==> src/rtl/gpio_bank_pkg.sv <==
package gpio_bank_pkg;

   localparam int unsigned KIND_STRIDE     = 'h10;
   localparam int unsigned NUM_STORE_KINDS = 4;
   localparam int unsigned IN_BASE         = 'h40;
   localparam int unsigned VSEL_OFFS       = 'h47;
   localparam int unsigned PULL2_OFFS      = 'h48;
   localparam int unsigned ALT_OFFS        = 'h50;

   typedef enum int unsigned {
      K_FSEL = 0,
      K_DIR  = 1,
      K_OUT  = 2,
      K_PDN  = 3
   } store_kind_e;

   typedef struct packed {
      logic up;
      logic down;
   } pull_req_t;

   function automatic pull_req_t decode_pull2(input logic [1:0] field);
      pull_req_t r;
      r.up   = (field == 2'b10);
      r.down = (field == 2'b01);
      return r;
   endfunction

endpackage

==> src/rtl/gpio_byte_bank.sv <==
module gpio_byte_bank #(
   parameter int unsigned BANKS  = 7,
   parameter int unsigned ADDR_W = 8,
   parameter int unsigned BASE   = 0
) (
   input  logic                 clk,
   input  logic                 rst_n,
   input  logic                 wr_en,
   input  logic [ADDR_W-1:0]    addr,
   input  logic [7:0]           wdata,
   output logic                 hit,
   output logic [7:0]           rd_byte,
   output logic [8*BANKS-1:0]   bits
);

   logic [BANKS-1:0]       sel;
   logic [BANKS-1:0][7:0]  regs;

   for (genvar b = 0; b < BANKS; b++) begin : g_byte
      assign sel[b] = (addr == ADDR_W'(BASE + b));

      always_ff @(posedge clk or negedge rst_n) begin
         if (!rst_n) begin
            regs[b] <= '0;
         end else if (wr_en && sel[b]) begin
            regs[b] <= wdata;
         end
      end

      assign bits[8*b +: 8] = regs[b];
   end

   assign hit = |sel;

   always_comb begin
      rd_byte = '0;
      for (int b = 0; b < BANKS; b++) begin
         if (sel[b]) begin
            rd_byte = rd_byte | regs[b];
         end
      end
   end

endmodule

==> src/rtl/gpio_in_sync.sv <==
module gpio_in_sync #(
   parameter int unsigned WIDTH  = 56,
   parameter int unsigned STAGES = 2
) (
   input  logic             clk,
   input  logic             rst_n,
   input  logic [WIDTH-1:0] d,
   output logic [WIDTH-1:0] q
);

   if (STAGES < 2 || STAGES > 4) begin : g_bad_stages
      $error("gpio_in_sync: STAGES must lie in 2..4");
   end

   logic [STAGES-1:0][WIDTH-1:0] chain;

   always_ff @(posedge clk or negedge rst_n) begin
      if (!rst_n) begin
         chain <= '0;
      end else begin
         chain[0] <= d;
         for (int s = 1; s < STAGES; s++) begin
            chain[s] <= chain[s-1];
         end
      end
   end

   assign q = chain[STAGES-1];

   // Edges seen since reset, saturating; gates the latency check below.
   logic [2:0] warm;
   always_ff @(posedge clk or negedge rst_n) begin
      if (!rst_n) begin
         warm <= '0;
      end else if (warm != 3'(STAGES)) begin
         warm <= warm + 3'd1;
      end
   end

   // synchronized value equals the pad value STAGES edges earlier
   p_sync_latency_r7: assert property (@(posedge clk) disable iff (!rst_n)
      (warm == 3'(STAGES)) |-> (q == $past(d, STAGES)));

endmodule

==> src/rtl/gpio_pad_ctrl.sv <==
module gpio_pad_ctrl
   import gpio_bank_pkg::*;
#(
   parameter int unsigned NUM_PINS = 56,
   parameter int unsigned P2_FIRST = 51,
   parameter int unsigned P2_LAST  = 54
) (
   input  logic                clk,
   input  logic                rst_n,
   input  logic [NUM_PINS-1:0] dir_bits,
   input  logic [NUM_PINS-1:0] out_bits,
   input  logic [NUM_PINS-1:0] pdn_bits,
   input  logic [7:0]          pull2_reg,
   output logic [NUM_PINS-1:0] pad_oe,
   output logic [NUM_PINS-1:0] pad_out,
   output logic [NUM_PINS-1:0] pad_pu,
   output logic [NUM_PINS-1:0] pad_pd
);

   for (genvar i = 0; i < NUM_PINS; i++) begin : g_pin
      localparam int unsigned PIN = i + 1;
      pull_req_t req;

      if (PIN >= P2_FIRST && PIN <= P2_LAST) begin : g_dual
         localparam int unsigned FLD = 2 * (PIN - P2_FIRST);
         assign req = decode_pull2(pull2_reg[FLD +: 2]);

         // a pull-up field on an input pin reaches the pad
         p_field_up_r5: assert property (@(posedge clk) disable iff (!rst_n)
            (!dir_bits[i] && pull2_reg[FLD +: 2] == 2'b10) |-> (pad_pu[i] && !pad_pd[i]));
         // the legacy pull-down bit alone never pulls this pin
         p_legacy_ignored_r5: assert property (@(posedge clk) disable iff (!rst_n)
            (pull2_reg[FLD +: 2] != 2'b01) |-> !pad_pd[i]);
      end else begin : g_legacy
         assign req = '{up: 1'b0, down: pdn_bits[i]};
      end

      assign pad_oe[i]  = dir_bits[i];
      assign pad_out[i] = out_bits[i];
      assign pad_pu[i]  = req.up   & ~dir_bits[i];
      assign pad_pd[i]  = req.down & ~dir_bits[i];

      // a driven pin carries no pull
      p_oe_no_pull_r6: assert property (@(posedge clk) disable iff (!rst_n)
         pad_oe[i] |-> !(pad_pu[i] || pad_pd[i]));
   end

endmodule

==> src/rtl/gpio_bank_regs.sv <==
module gpio_bank_regs
   import gpio_bank_pkg::*;
#(
   parameter int unsigned NUM_PINS    = 56,
   parameter int unsigned ADDR_W      = 8,
   parameter int unsigned P2_FIRST    = 51,
   parameter int unsigned P2_LAST     = 54,
   parameter int unsigned SYNC_STAGES = 2
) (
   input  logic                clk,
   input  logic                rst_n,
   input  logic                reg_wr,
   input  logic                reg_rd,
   input  logic [ADDR_W-1:0]   reg_addr,
   input  logic [7:0]          reg_wdata,
   output logic [7:0]          reg_rdata,
   input  logic [NUM_PINS-1:0] pad_in,
   output logic [NUM_PINS-1:0] pad_out,
   output logic [NUM_PINS-1:0] pad_oe,
   output logic [NUM_PINS-1:0] pad_pu,
   output logic [NUM_PINS-1:0] pad_pd,
   output logic [NUM_PINS-1:0] pin_func_sel,
   output logic [7:0]          vsel_code,
   output logic [7:0]          alt_func
);

   localparam int unsigned BANKS = (NUM_PINS + 7) / 8;
   localparam int unsigned BITS  = BANKS * 8;

   if (BANKS < 2 || BANKS > 7) begin : g_bad_banks
      $error("gpio_bank_regs: NUM_PINS must need 2..7 byte registers per kind");
   end
   if (P2_FIRST < 1 || P2_LAST < P2_FIRST || P2_LAST > NUM_PINS
       || (P2_LAST - P2_FIRST) > 3) begin : g_bad_pull2
      $error("gpio_bank_regs: two-bit pull range must hold 1..4 existing pins");
   end
   if (ADDR_W < 7) begin : g_bad_addr
      $error("gpio_bank_regs: ADDR_W too small for the register map");
   end

   // ---------------- per-pin byte banks ----------------
   logic [NUM_STORE_KINDS-1:0][BITS-1:0] store_bits;
   logic [NUM_STORE_KINDS-1:0]           store_hit;
   logic [NUM_STORE_KINDS-1:0][7:0]      store_rd;

   for (genvar k = 0; k < NUM_STORE_KINDS; k++) begin : g_kind
      gpio_byte_bank #(
         .BANKS  (BANKS),
         .ADDR_W (ADDR_W),
         .BASE   (k * KIND_STRIDE)
      ) u_bank (
         .clk     (clk),
         .rst_n   (rst_n),
         .wr_en   (reg_wr),
         .addr    (reg_addr),
         .wdata   (reg_wdata),
         .hit     (store_hit[k]),
         .rd_byte (store_rd[k]),
         .bits    (store_bits[k])
      );
   end

   // ---------------- single-byte registers ----------------
   logic       vsel_hit, pull2_hit, alt_hit;
   logic [7:0] vsel_q, pull2_q, alt_q;

   assign vsel_hit  = (reg_addr == ADDR_W'(VSEL_OFFS));
   assign pull2_hit = (reg_addr == ADDR_W'(PULL2_OFFS));
   assign alt_hit   = (reg_addr == ADDR_W'(ALT_OFFS));

   always_ff @(posedge clk or negedge rst_n) begin
      if (!rst_n) begin
         vsel_q  <= '0;
         pull2_q <= '0;
         alt_q   <= '0;
      end else if (reg_wr) begin
         if (vsel_hit)  vsel_q  <= reg_wdata;
         if (pull2_hit) pull2_q <= reg_wdata;
         if (alt_hit)   alt_q   <= reg_wdata;
      end
   end

   assign vsel_code = vsel_q;
   assign alt_func  = alt_q;

   // ---------------- input sampling ----------------
   logic [NUM_PINS-1:0] pad_sync;
   logic [BITS-1:0]     in_word;
   logic [BANKS-1:0]    in_sel;

   gpio_in_sync #(
      .WIDTH  (NUM_PINS),
      .STAGES (SYNC_STAGES)
   ) u_sync (
      .clk   (clk),
      .rst_n (rst_n),
      .d     (pad_in),
      .q     (pad_sync)
   );

   assign in_word = BITS'(pad_sync);

   for (genvar b = 0; b < BANKS; b++) begin : g_in_sel
      assign in_sel[b] = (reg_addr == ADDR_W'(IN_BASE + b));
   end

   // ---------------- read path ----------------
   logic [7:0] rd_next;
   logic       addr_mapped;
   logic       addr_storing;

   assign addr_storing = (|store_hit) | vsel_hit | pull2_hit | alt_hit;
   assign addr_mapped  = addr_storing | (|in_sel);

   always_comb begin
      rd_next = '0;
      for (int k = 0; k < NUM_STORE_KINDS; k++) begin
         rd_next = rd_next | store_rd[k];
      end
      for (int b = 0; b < BANKS; b++) begin
         if (in_sel[b]) begin
            rd_next = rd_next | in_word[8*b +: 8];
         end
      end
      if (vsel_hit)  rd_next = rd_next | vsel_q;
      if (pull2_hit) rd_next = rd_next | pull2_q;
      if (alt_hit)   rd_next = rd_next | alt_q;
   end

   always_ff @(posedge clk or negedge rst_n) begin
      if (!rst_n) begin
         reg_rdata <= '0;
      end else if (reg_rd) begin
         reg_rdata <= rd_next;
      end
   end

   // ---------------- pad control ----------------
   assign pin_func_sel = store_bits[K_FSEL][NUM_PINS-1:0];

   gpio_pad_ctrl #(
      .NUM_PINS (NUM_PINS),
      .P2_FIRST (P2_FIRST),
      .P2_LAST  (P2_LAST)
   ) u_pad (
      .clk       (clk),
      .rst_n     (rst_n),
      .dir_bits  (store_bits[K_DIR][NUM_PINS-1:0]),
      .out_bits  (store_bits[K_OUT][NUM_PINS-1:0]),
      .pdn_bits  (store_bits[K_PDN][NUM_PINS-1:0]),
      .pull2_reg (pull2_q),
      .pad_oe    (pad_oe),
      .pad_out   (pad_out),
      .pad_pu    (pad_pu),
      .pad_pd    (pad_pd)
   );

   // ---------------- assertions ----------------
   // unmapped reads return zero
   p_unmapped_read_zero_r8: assert property (@(posedge clk) disable iff (!rst_n)
      (reg_rd && !addr_mapped) |=> (reg_rdata == 8'h00));

   // writes that hit no writable register leave every output alone
   p_ignored_write_r8: assert property (@(posedge clk) disable iff (!rst_n)
      (reg_wr && !addr_storing) |=> ($stable(pad_oe) && $stable(pad_out)
         && $stable(pad_pu) && $stable(pad_pd) && $stable(pin_func_sel)
         && $stable(vsel_code) && $stable(alt_func)));

   for (genvar b = 0; b < BANKS; b++) begin : g_dir_chk
      if (8*b + 8 <= NUM_PINS) begin : g_full
         // a direction write drives the enables of its eight pins
         p_dir_write_oe_r3: assert property (@(posedge clk) disable iff (!rst_n)
            (reg_wr && reg_addr == ADDR_W'(KIND_STRIDE * K_DIR + b))
            |=> (pad_oe[8*b +: 8] == $past(reg_wdata)));
      end
   end

endmodule

==> config.mk <==
export PLATFORM = sky130hd
export DESIGN_NAME = gpio_bank_regs
export DESIGN_NICKNAME = d
export VERILOG_FILES = /design/src/rtl/gpio_bank_pkg.sv /design/src/rtl/gpio_byte_bank.sv /design/src/rtl/gpio_in_sync.sv /design/src/rtl/gpio_pad_ctrl.sv /design/src/rtl/gpio_bank_regs.sv
export SDC_FILE = /design/constraint.sdc
export NUM_CORES = 1
export LEC_CHECK = 0
export BUFFER_PORTS_ARGS = -buffer_cell sky130_fd_sc_hd__buf_2
export CAP_MARGIN = 5
export CORE_MARGIN = 2
export CORE_UTILIZATION = 59
export DETAILED_ROUTE_END_ITERATION = 10
export HOLD_SLACK_MARGIN = 0.02
export PLACE_DENSITY = 0.92
export SYNTH_ARGS = -nofsm -noshare
export SYNTH_HDL_FRONTEND = slang
export SYNTH_SLANG_ARGS = --single-unit
==> constraint.sdc <==
create_clock -name clk -period 4.03 [get_ports clk]
set_input_delay 0.806 -clock clk [delete_from_list [all_inputs] [get_ports clk]]
set_output_delay 0.806 -clock clk [all_outputs]
set_load 0.05 [all_outputs]
==> results of run 1 <==
[layer usage]
| layer | track usage (%) | routed length [µm] | up-vias |
|---|---|---|---|
| met5 | 0 | 0 | - |
| met4 | 20.2 | 3590 | 0 |
| met3 | 11.2 | 7380 | 264 |
| met2 | 63.4 | 27800 | 1090 |
| met1 | 56.7 | 23400 | 6702 |
| li1 | - | - | 5206 |
[power breakdown]
group	switching, mW	internal (mW)	leakage (nW)
clock network	1.49	2.04	0.625
logic	0.999	0.309	4.72
registers	0.175	3.88	4.82
[flip-flops by register name, summed over array words and instances, names as in the netlist]
| name | cells |
|---|---|
| alt_func | 8 |
| g_kind.u_bank.bits | 224 |
| pull2_q | 8 |
| reg_rdata | 8 |
| u_sync.chain | 56 |
| u_sync.q | 56 |
| vsel_code | 8 |
[per-stage QoR]
step	instances	area [µm²]	util (%)	hold WS (ns)
2_1_floorplan	1324	16900	-	0.331
3_3_place_gp	1922	18500	66.4	0.334
3_5_place_dp	1922	18500	66.4	0.335
4_1_cts	1989	19800	70.9	0.345
5_1_grt	1991	19800	70.9	0.350
6_report	1991	19800	70.9	0.321
[how the worst max path moves through the flow]
stage	cells past startpoint	slack, ns	endpoint	from
after floorplan	1	1.41	pad_pd[50]	g_kind[1].u_bank.bits[50]
after global placement	6	0.53	reg_rdata[5]	reg_addr[3]
after detailed placement	6	0.56	reg_rdata[5]	reg_addr[0]
after CTS	6	1.08	reg_rdata[5]	reg_addr[3]
after global routing	6	0.96	reg_rdata[5]	reg_addr[0]
final	6	1.02	reg_rdata[5]	reg_addr[3]
[cells in the final DEF (no fill, tap or decap), drive strengths merged, types with 16 or more instances in the layout]
cell | Yosys | final
a21oi | 16 | 16
a22oi | 31 | 31
mux2i | 35 | 35
mux2 | 275 | 275
nor2b | 65 | 65
nand3 | 46 | 46
clkbuf | 36 | 52
dfrtp | 368 | 368
nand2 | 33 | 33
conb | 1 | 52
buf | 107 | 363
nor3b | 16 | 16
nor2 | 21 | 21
[worst max-delay path, delay by kind of cell]
kind	cells	cell delay (ns)
AOI/OAI and AO/OA	4	1.47
buffers and inverters	1	0.50
and+or+nand+nor	1	0.60
[layout make-up]
| type | count | area (µm²) | share of cell area, % |
|---|---|---|---|
| inverter | 1 | 3.75 | 0.0190 |
| multi-input combinational | 812 | 6870 | 34.8 |
| sequential | 368 | 9210 | 46.6 |
| timing repair buffer | 363 | 1950 | 9.89 |
| antenna | 2 | 5.00 | 0.0253 |
| clock buffer | 52 | 1130 | 5.74 |
| clock inverter | 15 | 113 | 0.570 |
| tap | 378 | 473 | 2.39 |
[synth_stat cells (3+ instances only)]
library cell | count | area (µm²)
dfrtp_1 | 368 | 9210
mux2_2 | 230 | 2590
buf_4 | 66 | 495
nor2b_1 | 65 | 407
mux2_1 | 44 | 495
clkbuf_1 | 36 | 135
mux2i_1 | 35 | 350
buf_2 | 32 | 160
nand2_1 | 32 | 120
a22oi_1 | 30 | 225
nand3_1 | 29 | 145
nor2_1 | 21 | 78.8
a21oi_1 | 16 | 80.1
nor3b_1 | 16 | 120
nand3b_1 | 15 | 113
and3_1 | 14 | 87.6
a31oi_1 | 13 | 81.3
nand4_1 | 13 | 81.3
o21ai_0 | 13 | 65.1
nand3_2 | 12 | 120
o22ai_1 | 12 | 75.1
and3b_1 | 10 | 87.6
a22o_1 | 9 | 78.8
o211ai_1 | 9 | 67.6
buf_6 | 7 | 78.8
nor4bb_1 | 7 | 70.1
a32oi_1 | 6 | 52.6
nor3_1 | 6 | 30.0
a2111oi_0 | 5 | 43.8
a2bb2oi_1 | 5 | 43.8
nand3_4 | 5 | 87.6
nor4b_2 | 5 | 75.1
nor4_1 | 4 | 25.0
o2bb2ai_1 | 4 | 35.0
o31ai_1 | 4 | 30.0
or3_1 | 4 | 25.0
a211o_1 | 3 | 26.3
a221oi_1 | 3 | 26.3
and4b_1 | 3 | 30.0
o32ai_1 | 3 | 26.3
or2_2 | 3 | 18.8
or4b_1 | 3 | 30.0
[logic make-up (layout without fill, tap and decap cells)]
logic type | after synthesis | in the layout | share of synthesized area, %
compound gates | 163 | 163 | 7.30
simple gates | 287 | 287 | 11.8
flops | 368 | 368 | 55.0
other cells | 1 | 54 | 0.0224
mux | 310 | 310 | 20.6
buf+inv | 144 | 431 | 5.26
==> qor.yml, run 1 <==
drc_errors: 0
area_delta_synth_final_pct: 18.1
hp-class: "primary input to async pin"
outcome: "finished, final reports clean"
worstMarginPinSlew_ns: 1.47
rsz0062_at_grt: "no"
coreArea_um2: 27900
die_w_um: 172
r2r_start: "g_kind[1].u_bank.bits[43]"
skew_ns: 0.0160
worst_slack_ns: 1.02
ys_seq_area_share_pct: 55.0
clockRootBuffer: "clkbuf_16"
clock_latency_ns: 0.53
htreeDepth: 2
drv_cap: 0
cts_hold_buf: 0
start_util_pct: 60.1
cpPeakStageDelay_ns: 0.67
wl_mm: 62.2
ir_drop_v: 0.000371
nNetsFinal: 1660
final_hold_viol_count: 0
cp_max_fo: 27
via_per_inst: 6.66
port_buffers: 327
fin_crit_sh_pct: 74.6
place_congestion: 1.02
die_h_um: 172
cts.sinks: 368
synth_edf_count: 0
finalSetupTns_ns: 0
ys_types: 80
cts_setup_buffers: 0
drt-initial-drc-count: 1970
async_flop_share_pct: 100
crit_arrival_ns: 3.40
path_class: "primary input to flop"
grt_max_degree: 104
syn_area_per_cell_um2: 13.1
power_mw: 8.89
first_pass_iters: 6
grt.overflow.total: 0
syn-cell-area_um2: 16700
fp-row-count: 61
grt_pass1_wl_mm: 88.7
pin_count: 380
fmax_mhz: 332
cp_cell_sequence: "buf_2 > and4bb_1 > a22oi_1 > a21oi_1 > a2111oi_0 > a31oi_1"
routed-via-count: 13262
ys_seq_elements: 368
cts_buffer_depth: 3
drive_above_1_share_pct: 43.3
r2r_slack_ns: 1.80
critPathRequiredTime_ns: 4.42
final_max_slew_viol_count: 0
cts.clk_slew.worst_paths_ns: 0.06
slew_headroom_pct: 1.62
grt_pass1_vias: 12774
power_density_nw_per_um2: 450
finalCriticalPeriod_ns: 3.01
p_leak_nw: 10.2
cts_tree: "yes"
drtAntennaViolNets: 0
r2r_end: "reg_rdata[3]"
reg2reg_depth: 5
wl_per_cell_um: 31.2
setup_violations: 0
startpoint_type: "primary input"
synthFlopType: "dfrtp_1"
synth_warnings: 0
post-place-ws_ns: 0.562
cts_buffers: 38
cts-resized-gates: 0
setup.worst_path.end_class: "flop"
antenna_found_initial: 2
cp_slowest_cell: "a2111oi_0"
fillers: 1910
synthCells: 1273
track_usage_pct: 42.0
dp_hpwl_mm: 44.1
die_area_um2: 29700
No activity file was read; power rests on OpenSTA's default activity.
==> inputs of run 2 (changes only) <==
--- a/config.mk
+++ b/config.mk
@@ -8,10 +8,10 @@
 export BUFFER_PORTS_ARGS = -buffer_cell sky130_fd_sc_hd__buf_2
 export CAP_MARGIN = 5
 export CORE_MARGIN = 2
-export CORE_UTILIZATION = 59
+export CORE_UTILIZATION = 49
 export DETAILED_ROUTE_END_ITERATION = 10
 export HOLD_SLACK_MARGIN = 0.02
-export PLACE_DENSITY = 0.92
+export PLACE_DENSITY = 0.82
 export SYNTH_ARGS = -nofsm -noshare
 export SYNTH_HDL_FRONTEND = slang
 export SYNTH_SLANG_ARGS = --single-unit
==> constraint.sdc (replaced) <==
create_clock -name clk -period 2.75 [get_ports clk]
set_input_delay 0.55 -clock clk [delete_from_list [all_inputs] [get_ports clk]]
set_output_delay 0.55 -clock clk [all_outputs]
set_load 0.05 [all_outputs]
==> run 2 against run 1 <==
Net effect: core utilization decreased by 9.6 points; via count decreased by 1.9%; cell area increased by 4.4%; cell count increased by 7.1%; routed wire length increased by 1.7%; first-iteration DRC count decreased by 31%; highest routed layer is now met5.
==> qor.yml, run 2 (same netlist as run 1, synthesis figures left out) <==
outcome: "finished, final reports clean"  # unchanged
cts.sinks: 368  # unchanged
nNetsFinal: 1732  # was 1660
hp-class: "primary input to async pin"  # unchanged
cts-resized-gates: 0  # unchanged
setup_violations: 0  # unchanged
startpoint_type: "flop"  # was primary input
coreArea_um2: 33600  # was 27900 µm²
skew_ns: 0.0265  # was 0.0160 ns
first_pass_iters: 7  # was 6
clock_latency_ns: 0.54  # was 0.53 ns
clockRootBuffer: "clkbuf_16"  # unchanged
wl_per_cell_um: 29.7  # was 31.2 µm
final_common_cell: "dfrtp_1"  # unchanged
crit_arrival_ns: 2.77  # was 3.40 ns
worst_slack_ns: 0.401  # was 1.02 ns
htreeDepth: 2  # unchanged
port_buffers: 327  # unchanged
grt_max_degree: 76  # was 104
cts_tree: "yes"  # unchanged
p_leak_nw: 10.6  # was 10.2 nW
routed-via-count: 13004  # was 13262
cts_buffers: 40  # was 38
track_usage_pct: 35.6  # was 42.0%
cts_hold_buf: 0  # unchanged
final_hold_viol_count: 0  # unchanged
drv_cap: 0  # unchanged
final_max_slew_viol_count: 0  # unchanged
setup.worst_path.end_class: "flop"  # unchanged
finalSetupTns_ns: 0  # unchanged
wl_mm: 63.3  # was 62.2 mm
die_w_um: 189  # was 172 µm
drive_above_1_share_pct: 45.4  # was 43.3%
grt_pass1_vias: 12886  # was 12774
area_delta_synth_final_pct: 23.2  # was 18.1%
fmax_mhz: 426
fin_crit_sh_pct: 85.4
via_per_inst: 6.10  # was 6.66
rsz0062_at_grt: "no"  # unchanged
die_area_um2: 35600  # was 29700 µm²
fp-row-count: 67  # was 61
post-place-ws_ns: 0.0195  # was 0.562 ns
cp_max_fo: 4  # was 27
antenna_found_initial: 3  # was 2
power_density_nw_per_um2: 650  # was 450 nW/µm²
grt.overflow.total: 0  # unchanged
grt_pass1_wl_mm: 91.2  # was 88.7 mm
drtAntennaViolNets: 0  # unchanged
drc_errors: 0  # unchanged
path_class: "flop to flop"  # was primary input to flop
cts_setup_buffers: 0  # unchanged
layout_common_cells: "dfrtp_1, buf_2, mux2_2"  # unchanged
start_util_pct: 49.8  # was 60.1%
place_congestion: 1.03  # was 1.02
slew_headroom_pct: 48.6  # was 1.62%
ir_drop_v: 0.000561  # was 0.000371 V
worstMarginPinSlew_ns: 0.772  # was 1.47 ns
cts_buffer_depth: 3  # unchanged
critPathRequiredTime_ns: 3.18  # was 4.42 ns
dp_hpwl_mm: 48.0  # was 44.1 mm
cts.clk_slew.worst_paths_ns: 0.07  # was 0.06 ns
largest_reg_flops: 224  # unchanged
finalCriticalPeriod_ns: 2.35
drt-initial-drc-count: 1351  # was 1970
pin_count: 380  # unchanged
die_h_um: 189  # was 172 µm
==> run 2: metal layers <==
layer,wire length [µm],part of all wire (%),track usage [%],vias to the layer above
met4,3070,4.9,14.9,4
li1,-,-,-,5348
met5,28,0.044,0,-
met3,6290,9.9,9.16,175
met2,28400,45,54.5,863
met1,25400,40,48.4,6614
==> run 2: worst max-delay path: stages (launching register included) <==
cell and delay, ns:
dfrtp_1 0.52, mux2_1 0.35, and3_1 0.20, a2111oi_2 0.64, nand4_1 0.16, o32a_1 0.38
==> run 2: power breakdown <==
part	internal, mW	total [mW]	switching (mW)	leakage, nW
clock	3.28	5.49	2.21	0.656
sequential	5.68	5.95	0.273	4.82
combinational	0.512	1.97	1.46	5.10
total	9.47	13.4	3.94	10.6
==> run 2: path summary, 6_finish.rpt <==
kind	from	endpoint	slack [ns]	cells past startpoint
worst max-delay path	g_kind[1].u_bank.bits[43]	reg_rdata[3]	0.40	5
worst min-delay path	rst_n	g_kind[1].u_bank.bits[17]	0.005	1
min in group clk	pad_in[50]	u_sync.chain[50]	0.12	1
max in group asynchronous	rst_n	g_kind[3].u_bank.bits[52]	1.94	2
worst max register to register	g_kind[1].u_bank.bits[43]	reg_rdata[3]	0.40	5
worst min register to register	u_sync.chain[6]	u_sync.q[6]	0.34	0
==> run 2: per-stage QoR <==
| step | power (mW) | cells | util, % | area [µm²] | hold WS [ns] |
|---|---|---|---|---|---|
| finish | 13.4 | 2133 | 61.4 | 20600 | 0.00549 |
| floorplan | 7.27 | 1324 | - | 16900 | 0.254 |
| global route | 13.8 | 2131 | 61.3 | 20600 | 0.0573 |
| global placement | 7.97 | 2062 | 57.4 | 19300 | 0.332 |
| CTS | 13.4 | 2131 | 61.3 | 20600 | 0.0312 |
| detailed placement | 7.99 | 2062 | 57.4 | 19300 | 0.335 |
==> run 2: area by class of cell <==
class	count	area, µm²
Antenna cell	2	5.00
Tap cell	448	561
Inverter	1	3.75
Sequential cell	368	9210
Clock buffer	55	1140
Multi-Input combinational cell	812	6870
Clock inverter	14	199
Fill cell	2696	13000
Timing Repair Buffer	433	2640
==> inputs of run 3 (changes only) <==
==> constraint.sdc (replaced) <==
create_clock -name clk -period 1.9 [get_ports clk]
set_input_delay 0.38 -clock clk [delete_from_list [all_inputs] [get_ports clk]]
set_output_delay 0.38 -clock clk [all_outputs]
set_load 0.05 [all_outputs]
==> run 3 against run 2 <==
Net effect: the run now ends with setup timing left; routed wire length up 10%; global-route usage up 3.6 points; sequential share of layout area down 4.0 points; clock power up 39%.
==> qor.yml, run 3 (same netlist as run 1, synthesis figures left out) <==
coreArea_um2: 33600  # unchanged
wl_mm: 69.7  # was 63.3 mm
skew_ns: 0.0160  # was 0.0265 ns
clkPwrFrac_pct: 39.3  # was 40.9%
largest_reg_flops: 224  # unchanged
fp-row-count: 67  # unchanged
setup.worst_path.end_class: "flop"  # unchanged
post-place-ws_ns: -0.841  # was 0.0195 ns
drive_above_1_share_pct: 50.2  # was 45.4%
dp.cells: 2229  # was 2062
cts_buffers: 38  # was 40
grt_pass1_wl_mm: 100  # was 91.2 mm
drt-initial-drc-count: 1156  # was 1351
r2r_slack_ns: -0.02  # was 0.40 ns
final_hold_viol_count: 0  # unchanged
final_common_cell: "dfrtp_1"  # unchanged
drtAntennaViolNets: 0  # unchanged
antenna_cells: 0  # was 2
cts.sinks: 368  # unchanged
intPower_mw: 13.6  # was 9.47 mW
cp_max_fo: 1  # was 4
cts.clk_slew.worst_paths_ns: 0.07  # about the same
grt_pass1_vias: 14307  # was 12886
cp_slowest_cell: "or4_1"  # was a2111oi_2
clock_latency_ns: 0.54  # about the same
cts_buffer_depth: 3  # unchanged
power_density_nw_per_um2: 858  # was 650 nW/µm²
die_w_um: 189  # unchanged
setup_violations: 1  # was 0
outcome: "finished with violations"  # was finished, final reports clean
cts_tree: "yes"  # unchanged
clockRootBuffer: "clkbuf_16"  # unchanged
grt_max_degree: 64  # was 76
p_sw_mw: 5.80  # was 3.94 mW
place_congestion: 1.04  # was 1.03
path_class: "flop to flop"  # unchanged
p_comb_share_pct: 16.4  # was 14.7%
htreeDepth: 2  # unchanged
fillers: 2485  # was 2696
p_sw_share_pct: 29.9  # was 29.4%
worst_slack_ns: -0.0231  # was 0.401 ns
first_pass_iters: 5  # was 7
area_delta_synth_final_pct: 35.3  # was 23.2%
slew_headroom_pct: 46.4  # was 48.6%
drv_cap: 0  # unchanged
fmax_mhz: 520  # was 426 MHz
ir_drop_v: 0.000871  # was 0.000561 V
pin_count: 380  # unchanged
crit_arrival_ns: 2.34  # was 2.77 ns
grt.overflow.total: 0  # unchanged
via_per_inst: 5.89  # was 6.10
wl_per_cell_um: 29.6  # was 29.7 µm
cp_cell_sequence: "mux2_4 > a31oi_4 > o32ai_2 > or4_1 > o41a_1"  # was mux2_1 > and3_1 > a2111oi_2 > nand4_1 > o32a_1
hp-class: "primary input to flop"  # was primary input to async pin
dp_hpwl_mm: 52.5  # was 48.0 mm
critPathRequiredTime_ns: 2.32  # was 3.18 ns
finalCriticalPeriod_ns: 1.92  # was 2.35 ns
startpoint_type: "flop"  # unchanged
die_h_um: 189  # unchanged
track_usage_pct: 39.2  # was 35.6%
port_buffers: 327  # unchanged
p_leak_nw: 11.7  # was 10.6 nW
stdcell_count: 2356  # was 2133
layout_common_cells: "dfrtp_1, buf_2, buf_4"  # was dfrtp_1, buf_2, mux2_2
die_area_um2: 35600  # unchanged
final_max_slew_viol_count: 0  # unchanged
nNetsFinal: 1955  # was 1732
rsz0062_at_grt: "yes"  # was no
antenna_found_initial: 1  # was 3
drc_errors: 0  # unchanged
start_util_pct: 49.8  # unchanged
worst_hold_slack_ns: 0.272  # was 0.00549 ns
failed_checks: "setup timing"
worstMarginPinSlew_ns: 0.797  # was 0.772 ns
fin_crit_sh_pct: 101  # was 85.4%
seqPwrFrac_pct: 44.3  # was 44.4%
routed-via-count: 13883  # was 13004
cpPeakStageDelay_ns: 0.52  # was 0.64 ns
-- run 3: power by group through the flow --
stage                     combinational (mW)  sequential [mW]  clock [mW]
final                                   3.19             8.60        7.63
after global routing                    3.32             8.62        7.99
after CTS                               3.15             8.58        7.65
after detailed placement                3.03             8.72           0
after global placement                  3.00             8.71           0
after floorplan                         1.28             9.26           0
-- run 3: worst paths after layout --
path,cells past startpoint,start,to
worst max-delay path,5,u_sync.q[42],reg_rdata[2]
worst min-delay path,3,reg_rd,reg_rdata[4]
worst max register to register,5,u_sync.q[42],reg_rdata[2]
worst min register to register,0,u_sync.chain[28],u_sync.q[28]
max in group asynchronous,3,rst_n,u_sync.chain[40]
min in group asynchronous,2,rst_n,u_sync.chain[55]
-- run 3: critical path: cells and delay by family (launching register included) --
family,cells,cell delay (ns)
AOI/OAI and AO/OA,3,0.61
muxes,1,0.28
and+or+nand+nor,1,0.52
DFF,1,0.41
-- run 3: per-stage QoR --
| step | area [µm²] | util [%] | setup TNS [ns] | total power, mW |
|---|---|---|---|---|
| floorplan | 17000 | - | -1.79 | 10.5 |
| global placement | 20600 | 61.3 | -85.43 | 11.7 |
| detailed placement | 20600 | 61.3 | -85.67 | 11.7 |
| CTS | 22500 | 67.1 | -0.0266 | 19.4 |
| global route | 22600 | 67.3 | -0.0404 | 19.9 |
| finish | 22600 | 67.3 | -0.0231 | 19.4 |
-- run 3: layout make-up --
class	instances	area (µm²)	share of cell area [%]
inverters	1	3.75	0.0166
clock inverters	19	185	0.818
repair buffers	658	4570	20.2
well taps	448	561	2.48
flip-flops and latches	368	9210	40.7
clock buffers	50	1080	4.76
multi-input cells	812	7030	31.0
-- run 3: metal layers --
metal | vias up | GRT usage [%] | part of all wire [%]
met2 | 805 | 63.6 | 47
li1 | 5800 | - | -
met5 | - | 0 | 0
met1 | 7124 | 51.6 | 40
met4 | 0 | 13.6 | 3.9
met3 | 154 | 9.50 | 9.1
-- run 3: what timing repair did --
item,in CTS,in global routing
hold buffers,57,0
setup buffers,0,1
hold endpoints to repair,89,0
endpoints found under the setup margin,12,17
pin swaps,3,4
resized for setup,23,25
cloned,0,0
